[config.mk]
export PLATFORM = sky130hd
export DESIGN_NAME = edge_capture_unit
export DESIGN_NICKNAME = d
export VERILOG_FILES = /design/src/rtl/ecap_pkg.sv /design/src/rtl/ecap_sync.sv /design/src/rtl/ecap_timebase.sv /design/src/rtl/ecap_regs.sv /design/src/rtl/edge_capture_unit.sv
export SDC_FILE = /design/constraint.sdc
export NUM_CORES = 1
export LEC_CHECK = 0
export BUFFER_PORTS_ARGS = -buffer_cell sky130_fd_sc_hd__clkbuf_2
export CAP_MARGIN = 20
export CORE_ASPECT_RATIO = 0.6
export CORE_MARGIN = 3
export CORE_UTILIZATION = 64
export DETAILED_ROUTE_END_ITERATION = 8
export PLACE_DENSITY = 0.87
export SLEW_MARGIN = 20
export SYNTH_ARGS = -nofsm -noshare
export SYNTH_HDL_FRONTEND = slang
export SYNTH_SLANG_ARGS = --single-unit
[constraint.sdc]
create_clock -name clk -period 5.35 [get_ports clk]
set_clock_uncertainty 0.05 [all_clocks]
set_input_delay 1.605 -clock clk [delete_from_list [all_inputs] [get_ports clk]]
set_output_delay 1.605 -clock clk [all_outputs]
set_load 0.01 [all_outputs]
[src/rtl/ecap_pkg.sv]
package ecap_pkg;

    // Edge selection per channel: bit 0 = rising, bit 1 = falling
    typedef enum logic [1:0] {
        EDGE_OFF  = 2'd0,
        EDGE_RISE = 2'd1,
        EDGE_FALL = 2'd2,
        EDGE_ANY  = 2'd3
    } edge_mode_e;

    // Synchronised edge events of one input line
    typedef struct packed {
        logic rise;
        logic fall;
    } edge_ev_t;

    // Register byte offsets
    localparam int OFS_VAL  = 'h10;   // captured timestamp, per channel
    localparam int OFS_MODE = 'h30;   // edge mode, per channel
    localparam int OFS_CTRL = 'h50;   // prescaler and capture enable
    localparam int OFS_IEN  = 'h54;   // interrupt enables
    localparam int OFS_ISTS = 'h58;   // interrupt status
    localparam int OFS_ACK  = 'h5C;   // write-to-clear

    localparam int CTRL_PSC_LSB = 4;
    localparam int CTRL_EN_BIT  = 10;
    localparam int IRQ_LSB      = 1;  // channel c sits at bit c+1
    localparam int MAX_CHANNELS = 4;

    function automatic int slot_addr(input int base, input int chan);
        return base + 4 * chan;
    endfunction

    function automatic logic edge_qualifies(input edge_mode_e m, input edge_ev_t ev);
        return (m[0] & ev.rise) | (m[1] & ev.fall);
    endfunction

endpackage

[src/rtl/ecap_sync.sv]
module ecap_sync
    import ecap_pkg::*;
#(
    parameter int NCH = 4
) (
    input  logic                      clk,
    input  logic                      rst,
    input  logic [NCH-1:0]            pin_i,
    output edge_ev_t [NCH-1:0]        ev_o
);

    for (genvar c = 0; c < NCH; c++) begin : g_chan
        logic meta_q;
        logic sync_q;
        logic prev_q;

        always_ff @(posedge clk) begin
            if (rst) begin
                meta_q <= 1'b0;
                sync_q <= 1'b0;
                prev_q <= 1'b0;
            end else begin
                meta_q <= pin_i[c];
                sync_q <= meta_q;
                prev_q <= sync_q;
            end
        end

        assign ev_o[c].rise = sync_q & ~prev_q;
        assign ev_o[c].fall = ~sync_q & prev_q;
    end

endmodule

[src/rtl/ecap_timebase.sv]
module ecap_timebase #(
    parameter int TS_W  = 32,
    parameter int PSC_W = 5
) (
    input  logic              clk,
    input  logic              rst,
    input  logic [PSC_W-1:0]  psc_i,
    output logic [TS_W-1:0]   ts_o
);

    logic [PSC_W-1:0] div_q;
    logic [TS_W-1:0]  ts_q;
    logic             tick;

    // A lowered prescaler ends the current interval at once
    assign tick = (div_q >= psc_i);

    always_ff @(posedge clk) begin
        if (rst) begin
            div_q <= '0;
            ts_q  <= '0;
        end else if (tick) begin
            div_q <= '0;
            ts_q  <= ts_q + 1'b1;
        end else begin
            div_q <= div_q + 1'b1;
        end
    end

    assign ts_o = ts_q;

    AST_TS_HOLD: assert property (@(posedge clk) disable iff (rst)
        !tick |=> ts_q == $past(ts_q));
    AST_TS_STEP: assert property (@(posedge clk) disable iff (rst)
        tick |=> ts_q == $past(ts_q) + 1'b1);

endmodule

[src/rtl/ecap_regs.sv]
module ecap_regs
    import ecap_pkg::*;
#(
    parameter int NCH   = 4,
    parameter int TS_W  = 32,
    parameter int PSC_W = 5,
    parameter int AW    = 8,
    parameter int DW    = 32
) (
    input  logic                 clk,
    input  logic                 rst,
    input  logic                 we_i,
    input  logic [AW-1:0]        addr_i,
    input  logic [DW-1:0]        wdata_i,
    output logic [DW-1:0]        rdata_o,
    input  edge_ev_t [NCH-1:0]   ev_i,
    input  logic [TS_W-1:0]      ts_i,
    output logic [PSC_W-1:0]     psc_o,
    output logic                 irq_o
);

    localparam int AI = 32;

    logic [AI-1:0]     a;
    logic              ctrl_we, ien_we, ack_we;
    logic [PSC_W-1:0]  psc_q;
    logic              en_q;
    logic [NCH-1:0]    ien_q;
    logic [NCH-1:0]    sts_q;
    logic [NCH-1:0]    hit;
    logic [NCH-1:0]    clr;
    logic [NCH-1:0]    mode_we;
    edge_mode_e        mode_q [NCH];
    logic [TS_W-1:0]   val_q  [NCH];
    logic              unused_bits;

    assign a       = AI'(addr_i);
    assign ctrl_we = we_i && (a == AI'(OFS_CTRL));
    assign ien_we  = we_i && (a == AI'(OFS_IEN));
    assign ack_we  = we_i && (a == AI'(OFS_ACK));
    assign clr     = ack_we ? wdata_i[IRQ_LSB +: NCH] : '0;
    assign unused_bits = ^wdata_i;

    always_ff @(posedge clk) begin
        if (rst) begin
            psc_q <= '0;
            en_q  <= 1'b0;
            ien_q <= '0;
        end else begin
            if (ctrl_we) begin
                psc_q <= wdata_i[CTRL_PSC_LSB +: PSC_W];
                en_q  <= wdata_i[CTRL_EN_BIT];
            end
            if (ien_we) begin
                ien_q <= wdata_i[IRQ_LSB +: NCH];
            end
        end
    end

    for (genvar c = 0; c < NCH; c++) begin : g_chan
        assign mode_we[c] = we_i && (a == AI'(slot_addr(OFS_MODE, c)));
        assign hit[c]     = en_q && edge_qualifies(mode_q[c], ev_i[c]);

        always_ff @(posedge clk) begin
            if (rst) begin
                mode_q[c] <= EDGE_OFF;
                val_q[c]  <= '0;
                sts_q[c]  <= 1'b0;
            end else begin
                if (mode_we[c]) begin
                    mode_q[c] <= edge_mode_e'(wdata_i[1:0]);
                end
                if (hit[c]) begin
                    val_q[c] <= ts_i;
                end
                // a new capture outranks a simultaneous acknowledge
                sts_q[c] <= hit[c] | (sts_q[c] & ~clr[c]);
            end
        end

        AST_OFF_NO_CAPTURE: assert property (@(posedge clk) disable iff (rst)
            !en_q |=> $stable(val_q[c]));
        AST_STS_STICKY: assert property (@(posedge clk) disable iff (rst)
            (sts_q[c] && !(ack_we && wdata_i[IRQ_LSB + c])) |=> sts_q[c]);
        AST_MODE_OFF_QUIET: assert property (@(posedge clk) disable iff (rst)
            (mode_q[c] == EDGE_OFF && !sts_q[c]) |=> !sts_q[c]);
    end

    always_comb begin
        rdata_o = '0;
        if (a == AI'(OFS_CTRL)) begin
            rdata_o[CTRL_PSC_LSB +: PSC_W] = psc_q;
            rdata_o[CTRL_EN_BIT]           = en_q;
        end
        if (a == AI'(OFS_IEN)) begin
            rdata_o[IRQ_LSB +: NCH] = ien_q;
        end
        if (a == AI'(OFS_ISTS)) begin
            rdata_o[IRQ_LSB +: NCH] = sts_q;
        end
        for (int c = 0; c < NCH; c++) begin
            if (a == AI'(slot_addr(OFS_VAL, c))) begin
                rdata_o[TS_W-1:0] = val_q[c];
            end
            if (a == AI'(slot_addr(OFS_MODE, c))) begin
                rdata_o[1:0] = mode_q[c];
            end
        end
    end

    assign psc_o = psc_q;
    assign irq_o = |(sts_q & ien_q);

endmodule

[src/rtl/edge_capture_unit.sv]
module edge_capture_unit
    import ecap_pkg::*;
#(
    parameter int NCH   = 4,   // 1..MAX_CHANNELS
    parameter int TS_W  = 32,  // must not exceed DW
    parameter int PSC_W = 5,
    parameter int AW    = 8,
    parameter int DW    = 32
) (
    input  logic            clk,
    input  logic            rst,
    input  logic            bus_we,
    input  logic [AW-1:0]   bus_addr,
    input  logic [DW-1:0]   bus_wdata,
    output logic [DW-1:0]   bus_rdata,
    input  logic [NCH-1:0]  cap_pin,
    output logic            irq
);

    edge_ev_t [NCH-1:0] ev;
    logic [TS_W-1:0]    ts;
    logic [PSC_W-1:0]   psc;

    ecap_sync #(.NCH(NCH)) u_sync (
        .clk   (clk),
        .rst   (rst),
        .pin_i (cap_pin),
        .ev_o  (ev)
    );

    ecap_timebase #(.TS_W(TS_W), .PSC_W(PSC_W)) u_tb (
        .clk   (clk),
        .rst   (rst),
        .psc_i (psc),
        .ts_o  (ts)
    );

    ecap_regs #(
        .NCH(NCH), .TS_W(TS_W), .PSC_W(PSC_W), .AW(AW), .DW(DW)
    ) u_regs (
        .clk     (clk),
        .rst     (rst),
        .we_i    (bus_we),
        .addr_i  (bus_addr),
        .wdata_i (bus_wdata),
        .rdata_o (bus_rdata),
        .ev_i    (ev),
        .ts_i    (ts),
        .psc_o   (psc),
        .irq_o   (irq)
    );

    AST_IRQ_LOW_IN_RESET: assert property (@(posedge clk)
        rst |=> !irq);

endmodule

### After elaboration in Yosys (flattened, before gate mapping)

Memory sizes are Yosys's and may differ from the RTL's.
Cells that the tools add are included.

| operators by class | value |
|---|---|
| equality and inequality tests | 12 |
| $lt $le $gt $ge | 1 |
| bitwise logic cells | 49 |
| reductions and logical operators | 13 |
| add/subtract/negate cells | 2 |
| mux-type cells | 47 |

Operators with widths:

| kind | number |
|---|---|
| two-way mux 32 bit | 8 |
| adder 32 x 1 -> 32 bit, second input constant | 1 |
| == test 8 x 5 -> 1 bit, second input constant | 4 |
| == test 8 x 6 -> 1 bit, second input constant | 4 |
| == test 8 x 7 -> 1 bit, second input constant | 4 |
| two-way mux 1 bit | 27 |
| bitwise AND 1 bit | 20 |
| two-way mux 2 bit | 8 |
| bitwise OR 1 bit | 16 |
| two-way mux 4 bit | 3 |
| NOT 1 bit | 12 |
| logical AND 1 bit | 11 |
| adder 5 x 1 -> 5 bit, second input constant | 1 |
| greater-or-equal comparator 5 bit | 1 |
| two-way mux 5 bit | 1 |
| bitwise AND 4 bit | 1 |
| OR reduction 4 bit | 1 |
| OR reduction 2 bit | 1 |

| word-level totals | value |
|---|---|
| output and inout bits | 33 |
| register bits after elaboration | 63 |
| word-level logic and storage cells | 147 |
| memories kept | 2 |
| memory bits (writable) | 136 |

Memories:

| memory | depth | bits a word | read ports | clocked after Yosys merged registers in | wr ports | line | source |
|---|---|---|---|---|---|---|---|
| u_regs.val_q | 4 | 32 | 4 | 0 | 4 | ecap_regs.sv:34 | `logic [TS_W-1:0] val_q [NCH];` |
| u_regs.mode_q | 4 | 2 | 4 | 0 | 4 | ecap_regs.sv:33 | `edge_mode_e mode_q [NCH];` |

### Depth between registers and ports, before layout

Gate-level depths: netlist (run 1).

| logic depth | value |
|---|---|
| depth after elaboration | 12 |
| mapped depth | 9 |
| mapped depth without buffers | 7 |

### By module

A second synthesis (run 1) with hierarchy kept.

| second synthesis, totals | value |
|---|---|
| cell total of the unflattened synthesis | 784 |
| area total of the unflattened synthesis | 9364.0 um^2 |

By module, submodules not included:

| module | cells each | area each (um^2) | instances | sequential area each (um^2) |
|---|---|---|---|---|
| ecap_regs | 525 | 7029.2 | 1 | 4364.2 |
| ecap_timebase | 226 | 1918.1 | 1 | 740.7 |
| ecap_sync | 33 | 416.6 | 1 | 240.2 |

### Worst setup path before layout (run 1)

No wires, ideal clock.

| timing | value |
|---|---|
| path type | input to output |
| from | input bus_addr[6] |
| to | output bus_rdata[27] |
| path buffers | 3 |
| slack | 572 ps |
| cell stages on the path | 7 |
| arrival time | 3123 ps |
| cell sequence | or4b_1 -> clkbuf_1 -> nor3_2 -> buf_4 -> buf_2 -> a222oi_1 -> a21oi_1 |

| between the ends | value |
|---|---|
| longest elaborated chain between the ends | 5 |
| elaborated cells between the ends (all ways) | 8 |

Ends and longest elaborated chain:

| what | line | source |
|---|---|---|
| start: declaration | edge_capture_unit.sv:13 | `input logic [AW-1:0] bus_addr,` |
| == test 8 x 5 -> 1 bit | ecap_regs.sv:102 | `if (a == AI'(slot_addr(OFS_VAL, c))) begin` |
| two-way mux 32 bit (3 in series) | ecap_regs.sv:102 |  |
| two-way mux 32 bit (*) | ecap_regs.sv:102 |  |
| end: declaration | edge_capture_unit.sv:15 | `output logic [DW-1:0] bus_rdata,` |

Mark *: on every way between the ends. The rest lies on a longest branch, timed or not.

### Worst setup path after layout (run 1)

| timing | value |
|---|---|
| from | input bus_addr[6] |
| to | output bus_rdata[1] |

| between the ends | value |
|---|---|
| longest elaborated chain between the ends | 11 |
| elaborated cells between the ends (all ways) | 20 |

Ends and longest elaborated chain:

| what | line | source |
|---|---|---|
| == test 8 x 7 -> 1 bit | ecap_regs.sv:95 | `if (a == AI'(OFS_IEN)) begin` |
| two-way mux 4 bit | ecap_regs.sv:95 |  |
| two-way mux 4 bit | ecap_regs.sv:98 | `if (a == AI'(OFS_ISTS)) begin` |
| two-way mux 32 bit | ecap_regs.sv:102 |  |
| two-way mux 2 bit | ecap_regs.sv:105 | `if (a == AI'(slot_addr(OFS_MODE, c))) begin` |
| two-way mux 32 bit | ecap_regs.sv:102 |  |
| two-way mux 2 bit | ecap_regs.sv:105 |  |
| two-way mux 32 bit | ecap_regs.sv:102 |  |
| two-way mux 2 bit | ecap_regs.sv:105 |  |
| two-way mux 32 bit | ecap_regs.sv:102 |  |
| two-way mux 2 bit (*) | ecap_regs.sv:105 |  |

Marks and branches as above.

==> results.rst, run 1 <==
.. list-table::
   :header-rows: 1

   * - Metric
     - Value
   * - Synthesis-stage register bit count
     - 199
   * - Unrepaired setup endpoints after global routing
     - no
   * - Met3 demand-to-capacity share in global routing
     - a little over 8%
   * - Share of the yosys chip area belonging to registers
     - between 50% and 60%
   * - GRT busiest layer
     - met2
   * - Initial antenna violation count
     - 0
   * - Hold Path Depth
     - 1
   * - Number of enable-type register cells in the synthesized netlist
     - ~140
   * - Htree depth
     - 4
   * - Count of routing violations after the opening detailed-route iteration
     - roughly 1100
   * - Number of rows created at floorplan
     - 32
   * - Cell count after placement
     - slightly above 1000
   * - Starting density of the core
     - 67.6%
   * - Post-layout worst setup margin
     - between 100 and 150 ps
   * - Count of buffers inserted at the top-level ports
     - between 50 and 60
   * - Highest net fanout along the worst path
     - 5
   * - Number of endpoints with negative hold slack in the final report
     - 0
   * - Async set-or-reset flop fraction in the synthesized netlist
     - 0%
   * - Number of CTS-inserted buffers
     - 17
   * - Number of instances in the synthesized netlist
     - approximately 800
   * - Largest cells by area after synthesis
     - sky130_fd_sc_hd__edfxtp_1 46%, sky130_fd_sc_hd__dfxtp_1 14%, sky130_fd_sc_hd__and2_1 8.5%
   * - Full die area
     - roughly 15000 um2
   * - Pin count of the biggest net entering global routing
     - 61
   * - TNS Setup
     - 0 ps
   * - CP bufs+invs
     - 2
   * - Via count
     - slightly below 7000
   * - Diode count
     - 0
   * - Fraction of post-synthesis cell area in the top cell type by area
     - between 40% and 50%
   * - Mapped Area
     - about 9000 um2
   * - Die extent in x
     - approximately 160 um
   * - Period minus WS final
     - between 5000 and 6000 ps
   * - CP peak stage delay
     - roughly 700 ps
   * - Slew Limit Fails
     - 0
   * - Launch instance of the worst register-to-register path
     - u_regs.psc_o[2]
   * - Maximum operating frequency
     - around 190 MHz
   * - Filler cell count in the final layout
     - 859
   * - Hold/Removal Path Class
     - reg2reg
   * - Leading cell types in the layout, fill and taps excluded
     - 136 x sky130_fd_sc_hd__edfxtp_1, 121 x sky130_fd_sc_hd__and2_1, 69 x sky130_fd_sc_hd__a21oi_1, 63 x sky130_fd_sc_hd__dfxtp_1, 57 x sky130_fd_sc_hd__clkbuf_2
   * - Met2 demand-to-capacity share in global routing
     - between 40% and 50%
   * - Crit path arrival time
     - about 3600 ps
   * - Fraction of met1 tracks used by global routing
     - 40.5%
   * - Post-synthesis share of cell area spent on and, or, nand and nor gates
     - a little over a fifth
   * - Tightest slew margin relative to the limit
     - about 45%
   * - Total overflow reported by the global router
     - 0
   * - Post-synthesis compound-gate area fraction
     - 12.6%
   * - XOR/XNOR Fraction of Synth Area
     - 0.391%
   * - Top-Level Pins
     - 80
   * - Top Family by Delay on Critical Path
     - simple AND/OR/NAND/NOR gates
   * - Area leader, netlist
     - sky130_fd_sc_hd__edfxtp_1
   * - Classification of the worst setup path
     - in2out
   * - Yosys warning count
     - 0
   * - Start point of the worst min-delay path
     - u_sync.g_chan[1].meta_q
   * - Clock input transition at the sequential cells of the worst setup and hold paths
     - 70 ps
   * - All-layer global routing usage
     - between 20% and 30%
   * - Number of maximum-capacitance constraint violations
     - 0
   * - Detail-routed net length per standard cell
     - 20.9 um
   * - Most repeated library cell on the critical path
     - sky130_fd_sc_hd__clkbuf_2
   * - Crit path from
     - bus_addr[6]
   * - Pwr per Cell Area
     - just over 300 nW/um2
   * - Area growth syn-to-layout
     - 11.2%
   * - Transition time of the tightest slew-check pin
     - around 830 ps
   * - Clock sink total
     - 199
   * - Number of buffers inserted by hold repair at cts
     - 0
   * - Detailed-placement wirelength estimate
     - 13600 um
   * - Root Driver
     - sky130_fd_sc_hd__clkbuf_16
   * - Synth cell types
     - 56
   * - Synthesized netlist net count
     - between 800 and 900
   * - Final layout net count
     - 897
   * - Slowest stage cell on the critical path
     - sky130_fd_sc_hd__or4b_1
   * - Total iterations of the first detailed-routing run
     - 6
   * - Dominant combinational cell family by area after synthesis
     - simple AND/OR/NAND/NOR gates
   * - Multiplexer share of the synthesized area
     - 0.587%
   * - Run status
     - finished, final reports clean
   * - Mean area per synthesized cell
     - about 11 um2
   * - Total area of multi-input combinational cells
     - around 3300 um2
   * - Number of design rule violations left after detail routing
     - 0
   * - Worst setup timing slack at the placement stage
     - approximately 190 ps
   * - Layout cells sized above 1
     - between 10% and 20%
   * - Adder and majority gate portion of the synthesized area
     - less than 1%
   * - Number of cell instances on the worst register-to-register path
     - 8
   * - Detailed Route WL
     - approximately 22000 um
   * - Final ANT Viol Nets
     - 0
   * - Primary flip-flop cell chosen by synthesis mapping
     - sky130_fd_sc_hd__edfxtp_1
   * - Most common cell after layout, fill and taps aside
     - sky130_fd_sc_hd__edfxtp_1
   * - CP endpoint kind
     - primary output
   * - Clock insertion delay at the later pin of the skew report
     - between 400 and 500 ps
   * - Post_cts resized
     - 0
   * - Req. time, crit path
     - about 3700 ps
   * - Post-route non-filler standard cell count
     - between 1000 and 1500
   * - Core Box Area
     - about 13000 um2
   * - Leakage power
     - 3.61 nW
   * - Global-route wire length before repair
     - between 30000 and 40000 um
   * - Setup Fix Bufs, Post-CTS
     - 0
   * - Register area
     - 5350 um2
   * - Number of setup violations in the final report
     - 0
   * - Hold EP
     - u_sync.g_chan[1].sync_q
   * - Clock tree buffer depth
     - 2
   * - Worst reg-to-reg setup slack
     - roughly 3000 ps
   * - TritonCTS clock tree
     - built
   * - Vias per Instance
     - 6.51
   * - Vias in the first global route
     - 6688
   * - Die height
     - ~98 um
   * - Chain of cells forming the critical path
     - clkbuf_2, or4b_1, nor3_4, a22o_1, o21ai_0, a211oi_1, clkbuf_2
   * - Startpoint kind of the worst setup timing path
     - primary input
   * - Worst VDD drop
     - approximately 0.25 mV
   * - Routability congestion estimate
     - 0.912
   * - Destination of the worst register-to-register timing path
     - u_tb.ts_o[29]
   * - Tcrit/Tclk final
     - a little under 100%
logic make-up (layout without fill, tap and decap cells):
| group | after synthesis | after routing |
|---|---|---|
| buffers and inverters | 72 | 125 |
| xor gates and xnor gates | 4 | 4 |
| muxes | 4 | 4 |
| DFF | 199 | 199 |
| adders and majority gates | 7 | 7 |
| and+or+nand+nor | 346 | 346 |
| AOI/OAI and AO/OA | 171 | 171 |
cell usage after synthesis (4+ instances only):
cell / count
sky130_fd_sc_hd__edfxtp_1: 136
sky130_fd_sc_hd__and2_1: 121
sky130_fd_sc_hd__a21oi_1: 69
sky130_fd_sc_hd__dfxtp_1: 63
sky130_fd_sc_hd__nand2_1: 54
sky130_fd_sc_hd__nor2_1: 44
sky130_fd_sc_hd__clkbuf_1: 36
sky130_fd_sc_hd__nand3_1: 30
sky130_fd_sc_hd__o31ai_1: 25
sky130_fd_sc_hd__a222oi_1: 23
sky130_fd_sc_hd__or4_1: 23
sky130_fd_sc_hd__a22oi_1: 18
sky130_fd_sc_hd__nor2b_1: 17
sky130_fd_sc_hd__nor3_1: 15
sky130_fd_sc_hd__o21ai_0: 14
sky130_fd_sc_hd__inv_1: 13
sky130_fd_sc_hd__buf_2: 9
sky130_fd_sc_hd__or3_1: 9
sky130_fd_sc_hd__ha_1: 7
sky130_fd_sc_hd__nand4_1: 6
sky130_fd_sc_hd__o22ai_1: 6
sky130_fd_sc_hd__and2_2: 5
sky130_fd_sc_hd__and3_1: 5
sky130_fd_sc_hd__a31oi_1: 4
state kept, by name, summed over array words and instances (netlist names), 5 cells and up:
name and count:
u_regs.val_q 128, u_tb.ts_o 32, u_regs.mode_q 8, u_regs.psc_o 5
u_tb.div_q 5
worst max path at each step:
stage                     cells after the start             to  slack, ps
after floorplan                               7  bus_rdata[27]        570
after global placement                        7  bus_rdata[10]        250
after detailed placement                      7   bus_rdata[1]        190
after CTS                                     7   bus_rdata[1]        150
after global routing                          7   bus_rdata[1]          2
final                                         7   bus_rdata[1]        120
stage by stage:
stage	power (mW)	util (%)	area, um2	hold slack [ps]
floorplan	1.78	-	8950	364
global placement	1.81	70.8	9390	380
CTS	3.06	75.2	9960	399
finish	3.05	75.2	9960	396
detailed placement	1.82	70.8	9390	382
global route	3.13	75.2	9960	414
power breakdown:
part,internal (mW),total [mW],switching [mW],leakage [nW]
Combinational,0.0262,0.0901,0.0639,1.42
Sequential,1.68,1.70,0.0199,1.91
Clock,0.660,1.26,0.601,0.283
Total,2.36,3.05,0.685,3.61
final cells by class:
| class | count | share of cell area (%) |
|---|---|---|
| repair buffers | 80 | 4.85 |
| multi-input cells | 532 | 32.9 |
| well taps | 187 | 2.35 |
| clock inverters | 15 | 1.51 |
| flip-flops and latches | 199 | 53.7 |
| inverters | 13 | 0.490 |
| clock buffers | 17 | 4.27 |
worst register-to-register path: stages (launching register included):
cell and delay (ps):
sky130_fd_sc_hd__dfxtp_1 380, sky130_fd_sc_hd__inv_1 60, sky130_fd_sc_hd__ha_1 290, sky130_fd_sc_hd__nand2_1 50
sky130_fd_sc_hd__o21ai_1 260, sky130_fd_sc_hd__a31oi_4 130, sky130_fd_sc_hd__buf_4 290, sky130_fd_sc_hd__or4_1 600
sky130_fd_sc_hd__a21oi_1 180
per-layer routing:
metal	part of all wire [%]	up-vias
li1	-	3063
met1	41	3311
met2	47	380
met3	11	40
met4	1.6	0
met5	0	-
Note: power is estimated with default switching activity, not from simulation.
==> inputs of run 2 (changes only) <==
--- a/config.mk
+++ b/config.mk
@@ -9,9 +9,9 @@
 export CAP_MARGIN = 20
 export CORE_ASPECT_RATIO = 0.6
 export CORE_MARGIN = 3
-export CORE_UTILIZATION = 64
+export CORE_UTILIZATION = 24
 export DETAILED_ROUTE_END_ITERATION = 8
-export PLACE_DENSITY = 0.87
+export PLACE_DENSITY = 0.41
 export SLEW_MARGIN = 20
 export SYNTH_ARGS = -nofsm -noshare
 export SYNTH_HDL_FRONTEND = slang
==> results.rst, run 2 (synthesis gave the netlist of run 1 again) <==
.. list-table::
   :header-rows: 1

   * - Metric
     - Value
   * - TNS Setup
     - 0 ps
   * - Filler cell count in the final layout
     - 3796
   * - Vias in the first global route
     - 6143
   * - Total power draw
     - 3.09 mW
   * - Global-route wire length before repair
     - ~40000 um
   * - Top-Level Pins
     - 80
   * - Leakage power
     - 3.64 nW
   * - Max reg flops
     - ~130
   * - Final layout net count
     - ~900
   * - Vias per Instance
     - 4.69
   * - Initial antenna violation count
     - 0
   * - Area growth syn-to-layout
     - 16.7%
   * - Number of CTS-inserted buffers
     - 17
   * - Cell count after placement
     - between 1000 and 1500
   * - CP endpoint kind
     - primary output
   * - Detailed-placement wirelength estimate
     - ~16000 um
   * - Final ANT Viol Nets
     - 0
   * - Routability congestion estimate
     - a little over 0.7
   * - TritonCTS clock tree
     - built
   * - Detail-routed net length per standard cell
     - 18.9 um
   * - Detailed Route WL
     - about 26000 um
   * - Crit path arrival time
     - 3570 ps
   * - Hold/Removal Path Class
     - reg2reg
   * - Number of design rule violations left after detail routing
     - 0
   * - Diode count
     - 0
   * - Pin count of the biggest net entering global routing
     - 62
   * - Core Box Area
     - about 37000 um2
   * - Final design utilization
     - between 20% and 30%
   * - Most common cell after layout, fill and taps aside
     - sky130_fd_sc_hd__edfxtp_1
   * - Highest net fanout along the worst path
     - 28
   * - Req. time, crit path
     - roughly 3700 ps
   * - WHS
     - approximately 400 ps
   * - Clock tree buffer depth
     - 2
   * - Clock sink total
     - 199
   * - Maximum operating frequency
     - roughly 190 MHz
   * - Count of buffers inserted at the top-level ports
     - 57
   * - Number of endpoints with negative hold slack in the final report
     - 0
   * - Register bank with the most flops
     - u_regs.val_q
   * - Post-route non-filler standard cell count
     - between 1000 and 1500
   * - Layout cells sized above 1
     - between 15 and 20%
   * - Slew Limit Fails
     - 0
   * - Transition time of the tightest slew-check pin
     - roughly 890 ps
   * - Die extent in x
     - 255 um
   * - Starting density of the core
     - 24.5%
   * - Number of maximum-capacitance constraint violations
     - 0
   * - Setup Fix Bufs, Post-CTS
     - 0
   * - All-layer global routing usage
     - about an eighth
   * - Total area of multi-input combinational cells
     - 3300 um2
   * - Total iterations of the first detailed-routing run
     - 5
   * - Worst VDD drop
     - approximately 0.19 mV
   * - Tightest slew margin relative to the limit
     - 40.7%
   * - Number of rows created at floorplan
     - between 50 and 60
   * - Htree depth
     - 4
   * - CP peak stage delay
     - 530 ps
   * - Total overflow reported by the global router
     - 0
   * - Die height
     - between 150 and 200 um
   * - Chain of cells forming the critical path
     - clkbuf_2, or4b_1, buf_4, nor3_4, buf_12, a22oi_1, a31oi_2, buf_4, clkbuf_2
   * - Startpoint kind of the worst setup timing path
     - primary input
   * - Tcrit/Tclk final
     - a little over nine tenths
   * - Run status
     - finished, final reports clean
   * - Clock insertion delay at the later pin of the skew report
     - 450 ps
   * - Number of setup violations in the final report
     - 0
   * - Pwr per Cell Area
     - 296 nW/um2
   * - Leading cell types in the layout, fill and taps excluded
     - 136 x sky130_fd_sc_hd__edfxtp_1, 121 x sky130_fd_sc_hd__and2_1, 69 x sky130_fd_sc_hd__a21oi_1, 63 x sky130_fd_sc_hd__dfxtp_1, 57 x sky130_fd_sc_hd__clkbuf_2
   * - Classification of the worst setup path
     - in2out
   * - Period minus WS final
     - about 5200 ps
   * - Count of routing violations after the opening detailed-route iteration
     - a little under 600
   * - Unrepaired setup endpoints after global routing
     - no
   * - Slowest stage cell on the critical path
     - sky130_fd_sc_hd__or4b_1
   * - Full die area
     - 39700 um2
   * - Clock input transition at the sequential cells of the worst setup and hold paths
     - about 70 ps
   * - Root Driver
     - sky130_fd_sc_hd__clkbuf_16
   * - Via count
     - 6400
   * - Register area
     - roughly 5300 um2
==> run 2: final timing paths <==
check | depth (start not counted) | slack [ps] | end | startpoint
setup / recovery | 9 | 130 | bus_rdata[2] | bus_addr[6]
setup reg to reg | 7 | 3000 | u_tb.ts_o[21] | u_regs.psc_o[4]
hold / removal | 1 | 390 | u_sync.g_chan[0].sync_q | u_sync.g_chan[0].meta_q
hold reg to reg | 1 | 390 | u_sync.g_chan[0].sync_q | u_sync.g_chan[0].meta_q
==> run 2: critical path: cells and delay by family <==
| kind | cells | cell delay [ps] |
|---|---|---|
| AO/OA/AOI/OAI | 2 | 400 |
| buffers and inverters | 5 | 810 |
| AND/OR/NAND/NOR | 2 | 750 |
==> run 2: stage by stage <==
| step | area (um2) | setup slack [ps] |
|---|---|---|
| 6_report | 10500 | 125 |
| 3_5_place_dp | 9880 | 79.5 |
| 3_3_place_gp | 9880 | 84.2 |
| 2_1_floorplan | 8950 | 572 |
| 5_1_grt | 10500 | 15.1 |
| 4_1_cts | 10400 | 67.4 |
==> run 2: repair_timing <==
item / in CTS / in global routing
setup endpoints to repair: 0 / 1
gates resized for setup: 0 / 1
hold buffers: 0 / 0
hold endpoints to repair: 0 / 0
==> run 2: power by group <==
| group | internal, mW | leakage (nW) | switching (mW) |
|---|---|---|---|
| Sequential | 1.68 | 1.91 | 0.0186 |
| Clock | 0.721 | 0.271 | 0.576 |
| Combinational | 0.0279 | 1.46 | 0.0678 |
| Total | 2.43 | 3.64 | 0.662 |
==> run 2: layout make-up <==
class	count	area share [%]
clock buffer	18	4.11
clock inverter	13	1.32
inverter	13	0.467
multi-input combinational	532	31.6
sequential	199	51.1
tap	504	6.03
timing repair buffer	87	5.36
==> run 2: per-layer routing <==
| layer | wire length, um | up-vias | GRT usage, % |
|---|---|---|---|
| li1 | - | 3061 | - |
| met1 | 14100 | 3185 | 20.9 |
| met4 | 260 | 0 | 3.52 |
| met2 | 10200 | 133 | 18.1 |
| met3 | 1270 | 21 | 2.74 |
| met5 | 0 | - | 0 |
==> inputs of run 3 (changes only) <==
--- a/config.mk
+++ b/config.mk
@@ -15,4 +15,5 @@
 export SLEW_MARGIN = 20
 export SYNTH_ARGS = -nofsm -noshare
 export SYNTH_HDL_FRONTEND = slang
+export SYNTH_HIERARCHICAL = 1
 export SYNTH_SLANG_ARGS = --single-unit
==> constraint.sdc (replaced) <==
create_clock -name clk -period 5.35 [get_ports clk]
set_clock_uncertainty 0.05 [all_clocks]
set_input_delay 1.605 -clock clk [delete_from_list [all_inputs] [get_ports clk]]
set_output_delay 1.605 -clock clk [all_outputs]
set_load 0.02 [all_outputs]
==> results.rst, run 3 <==
.. list-table::
   :header-rows: 1

   * - Metric
     - Value
   * - Run status
     - finished, final reports clean
   * - Detailed Route WL
     - 25200 um
   * - Count of buffers inserted at the top-level ports
     - between 50 and 60
   * - Core Box Area
     - roughly 38000 um2
   * - Final ANT Viol Nets
     - 0
   * - Count of routing violations after the opening detailed-route iteration
     - around 330
   * - CP peak stage delay
     - roughly 610 ps
   * - Layout cells sized above 1
     - about a fifth
   * - Synthesis-stage register bit count
     - 199
   * - XOR/XNOR Fraction of Synth Area
     - 0.374%
   * - Area leader, netlist
     - sky130_fd_sc_hd__edfxtp_1
   * - Total iterations of the first detailed-routing run
     - 5
   * - Period minus WS final
     - 5000 ps
   * - Mapped Area
     - around 9400 um2
   * - Vias per Instance
     - roughly 4.5
   * - Number of endpoints with negative hold slack in the final report
     - 0
   * - Startpoint kind of the worst setup timing path
     - primary input
   * - Clock tree buffer depth
     - 2
   * - Chain of cells forming the critical path
     - clkbuf_2, or4b_4, nor3_2, a22oi_1, o21ai_0, clkbuf_2
   * - WHS
     - just under 400 ps
   * - Area of all placed cells without fillers
     - about 11000 um2
   * - Area growth syn-to-layout
     - 16.2%
   * - Clock sink total
     - 199
   * - Commonest cells post-synth
     - 136 x sky130_fd_sc_hd__edfxtp_1, 129 x sky130_fd_sc_hd__and2_1, 63 x sky130_fd_sc_hd__dfxtp_1
   * - Worst VDD drop
     - ~0.22 mV
   * - TritonCTS clock tree
     - built
   * - Clock insertion delay at the later pin of the skew report
     - around 440 ps
   * - Register area
     - between 5000 and 6000 um2
   * - Cell count after placement
     - about 1300
   * - Post-synthesis share of cell area spent on and, or, nand and nor gates
     - a little under a quarter
   * - Final layout net count
     - between 800 and 900
   * - Number of design rule violations left after detail routing
     - 0
   * - Number of rows created at floorplan
     - 55
   * - Adder and majority gate portion of the synthesized area
     - less than 1%
   * - Full die area
     - ~42000 um2
   * - Clock input transition at the sequential cells of the worst setup and hold paths
     - around 80 ps
   * - Tcrit/Tclk final
     - between 90 and 100%
   * - Slowest stage cell on the critical path
     - sky130_fd_sc_hd__or4b_4
   * - All-layer global routing usage
     - about an eighth
   * - Req. time, crit path
     - ~3700 ps
   * - Leakage power
     - between 3 and 4 nW
   * - Synth cell types
     - 74
   * - Unrepaired setup endpoints after global routing
     - no
   * - Setup Fix Bufs, Post-CTS
     - 0
   * - Tightest slew margin relative to the limit
     - between 20% and 30%
   * - Most repeated library cell on the critical path
     - sky130_fd_sc_hd__clkbuf_2
   * - Number of enable-type register cells in the synthesized netlist
     - approximately 140
   * - Detail-routed net length per standard cell
     - 18.5 um
   * - Leading cell type by number of instances after synthesis
     - sky130_fd_sc_hd__edfxtp_1
   * - Max reg flops
     - about 130
   * - Top-Level Pins
     - 80
   * - Dominant combinational cell family by area after synthesis
     - simple AND/OR/NAND/NOR gates
   * - Routability congestion estimate
     - approximately 0.74
   * - Synthesized netlist net count
     - between 800 and 900
   * - Number of buffers inserted by hold repair at cts
     - 0
   * - Htree depth
     - 4
   * - Detailed-placement wirelength estimate
     - around 16000 um
   * - Via count
     - approximately 6100
   * - Number of instances in the synthesized netlist
     - 784
   * - Largest cells by area after synthesis
     - sky130_fd_sc_hd__edfxtp_1 44%, sky130_fd_sc_hd__dfxtp_1 13%, sky130_fd_sc_hd__and2_1 8.6%
   * - Initial antenna violation count
     - 0
   * - Pwr per Cell Area
     - around 300 nW/um2
   * - Mean area per synthesized cell
     - 11.9 um2
   * - Post-route non-filler standard cell count
     - between 1000 and 1500
   * - Classification of the worst setup path
     - in2out
   * - CP endpoint kind
     - primary output
   * - Starting density of the core
     - 24.6%
   * - Vias in the first global route
     - about 6100
   * - Die extent in x
     - approximately 260 um
   * - Total area of multi-input combinational cells
     - about 3800 um2
   * - Global-route wire length before repair
     - approximately 39000 um
   * - Post-synthesis compound-gate area fraction
     - 8.12%
   * - Total overflow reported by the global router
     - 0
   * - Number of setup violations in the final report
     - 0
   * - Number of maximum-capacitance constraint violations
     - 0
   * - Transition time of the tightest slew-check pin
     - roughly 1100 ps
   * - Diode count
     - 0
   * - Highest net fanout along the worst path
     - 4
   * - Crit path arrival time
     - about 3400 ps
   * - Maximum operating frequency
     - between 150 and 200 MHz
   * - Primary flip-flop cell chosen by synthesis mapping
     - sky130_fd_sc_hd__edfxtp_1
   * - TNS Setup
     - 0 ps
   * - Async set-or-reset flop fraction in the synthesized netlist
     - 0%
   * - Post_cts resized
     - 0
   * - Filler cell count in the final layout
     - 3892
   * - Fraction of post-synthesis cell area in the top cell type by area
     - between 40 and 50%
   * - Pin count of the biggest net entering global routing
     - 62
   * - Multiplexer share of the synthesized area
     - between 7 and 8%
   * - Share of the yosys chip area belonging to registers
     - between 50% and 60%
   * - Register bank with the most flops
     - u_regs/val_q
   * - Most common cell after layout, fill and taps aside
     - sky130_fd_sc_hd__edfxtp_1
   * - Cell area reported after detailed placement
     - 10300 um2
   * - Slew Limit Fails
     - 0
   * - Root Driver
     - sky130_fd_sc_hd__clkbuf_16
   * - Die height
     - between 150 and 200 um
   * - Hold/Removal Path Class
     - reg2reg
   * - Leading cell types in the layout, fill and taps excluded
     - 136 x sky130_fd_sc_hd__edfxtp_1, 129 x sky130_fd_sc_hd__and2_1, 63 x sky130_fd_sc_hd__dfxtp_1, 56 x sky130_fd_sc_hd__clkbuf_2, 44 x sky130_fd_sc_hd__a21oi_1
   * - Yosys warning count
     - 6
   * - Number of CTS-inserted buffers
     - 17
-- run 3: stage by stage --
step                      worst slack (ps)  util [%]  power [mW]
after floorplan                        864         -        1.83
after global placement                 353      27.0        1.90
after detailed placement               343      27.0        1.90
after CTS                              341      28.6        3.23
after global routing                   224      28.6        3.31
final                                  348      28.6        3.19
-- run 3: metal layers --
layer | GRT usage (%) | part of all wire (%) | routed length [um]
met5 | 0 | 0 | 0
met1 | 19.0 | 54 | 13500
met4 | 2.04 | 0.33 | 82
met3 | 3.45 | 3.8 | 963
met2 | 17.6 | 42 | 10600
-- run 3: final cells by class --
type                            instances  area share, %
Sequential cell                       199           49.1
Multi-Input combinational cell        525           35.0
Tap cell                              513           5.90
Timing Repair Buffer                   75           3.98
Clock buffer                           17           3.91
Clock inverter                         15           1.55
Inverter                               16          0.552
-- run 3: critical path, delay by kind of cell --
kind	cells	cell delay [ps]
AO/OA/AOI/OAI	2	300
AND/OR/NAND/NOR	2	1080
buffers and inverters	2	360
-- run 3: cells by family (layout without fill, tap and decap cells) --
family	Yosys count	after routing
and+or+nand+nor	350	350
buffers and inverters	60	123
xor gates and xnor gates	4	4
DFF	199	199
muxes	43	43
adders and majority gates	7	7
AOI/OAI and AO/OA	121	121
-- run 3: where the power goes --
group	switching (mW)	total (mW)	leakage [nW]	internal, mW
logic	0.102	0.164	1.76	0.0615
registers	0.0191	1.70	1.91	1.68
clock network	0.622	1.32	0.290	0.701
-- run 3: worst paths after layout --
| path | from | endpoint | slack (ps) | cells past startpoint |
|---|---|---|---|---|
| setup / recovery | bus_addr[6] | bus_rdata[5] | 350 | 6 |
| hold / removal | u_sync/g_chan[1].meta_q | u_sync/g_chan[1].sync_q | 390 | 1 |
| setup reg to reg | u_regs/psc_o[4] | u_tb/ts_o[1] | 2770 | 8 |
| hold reg to reg | u_sync/g_chan[1].meta_q | u_sync/g_chan[1].sync_q | 390 | 1 |
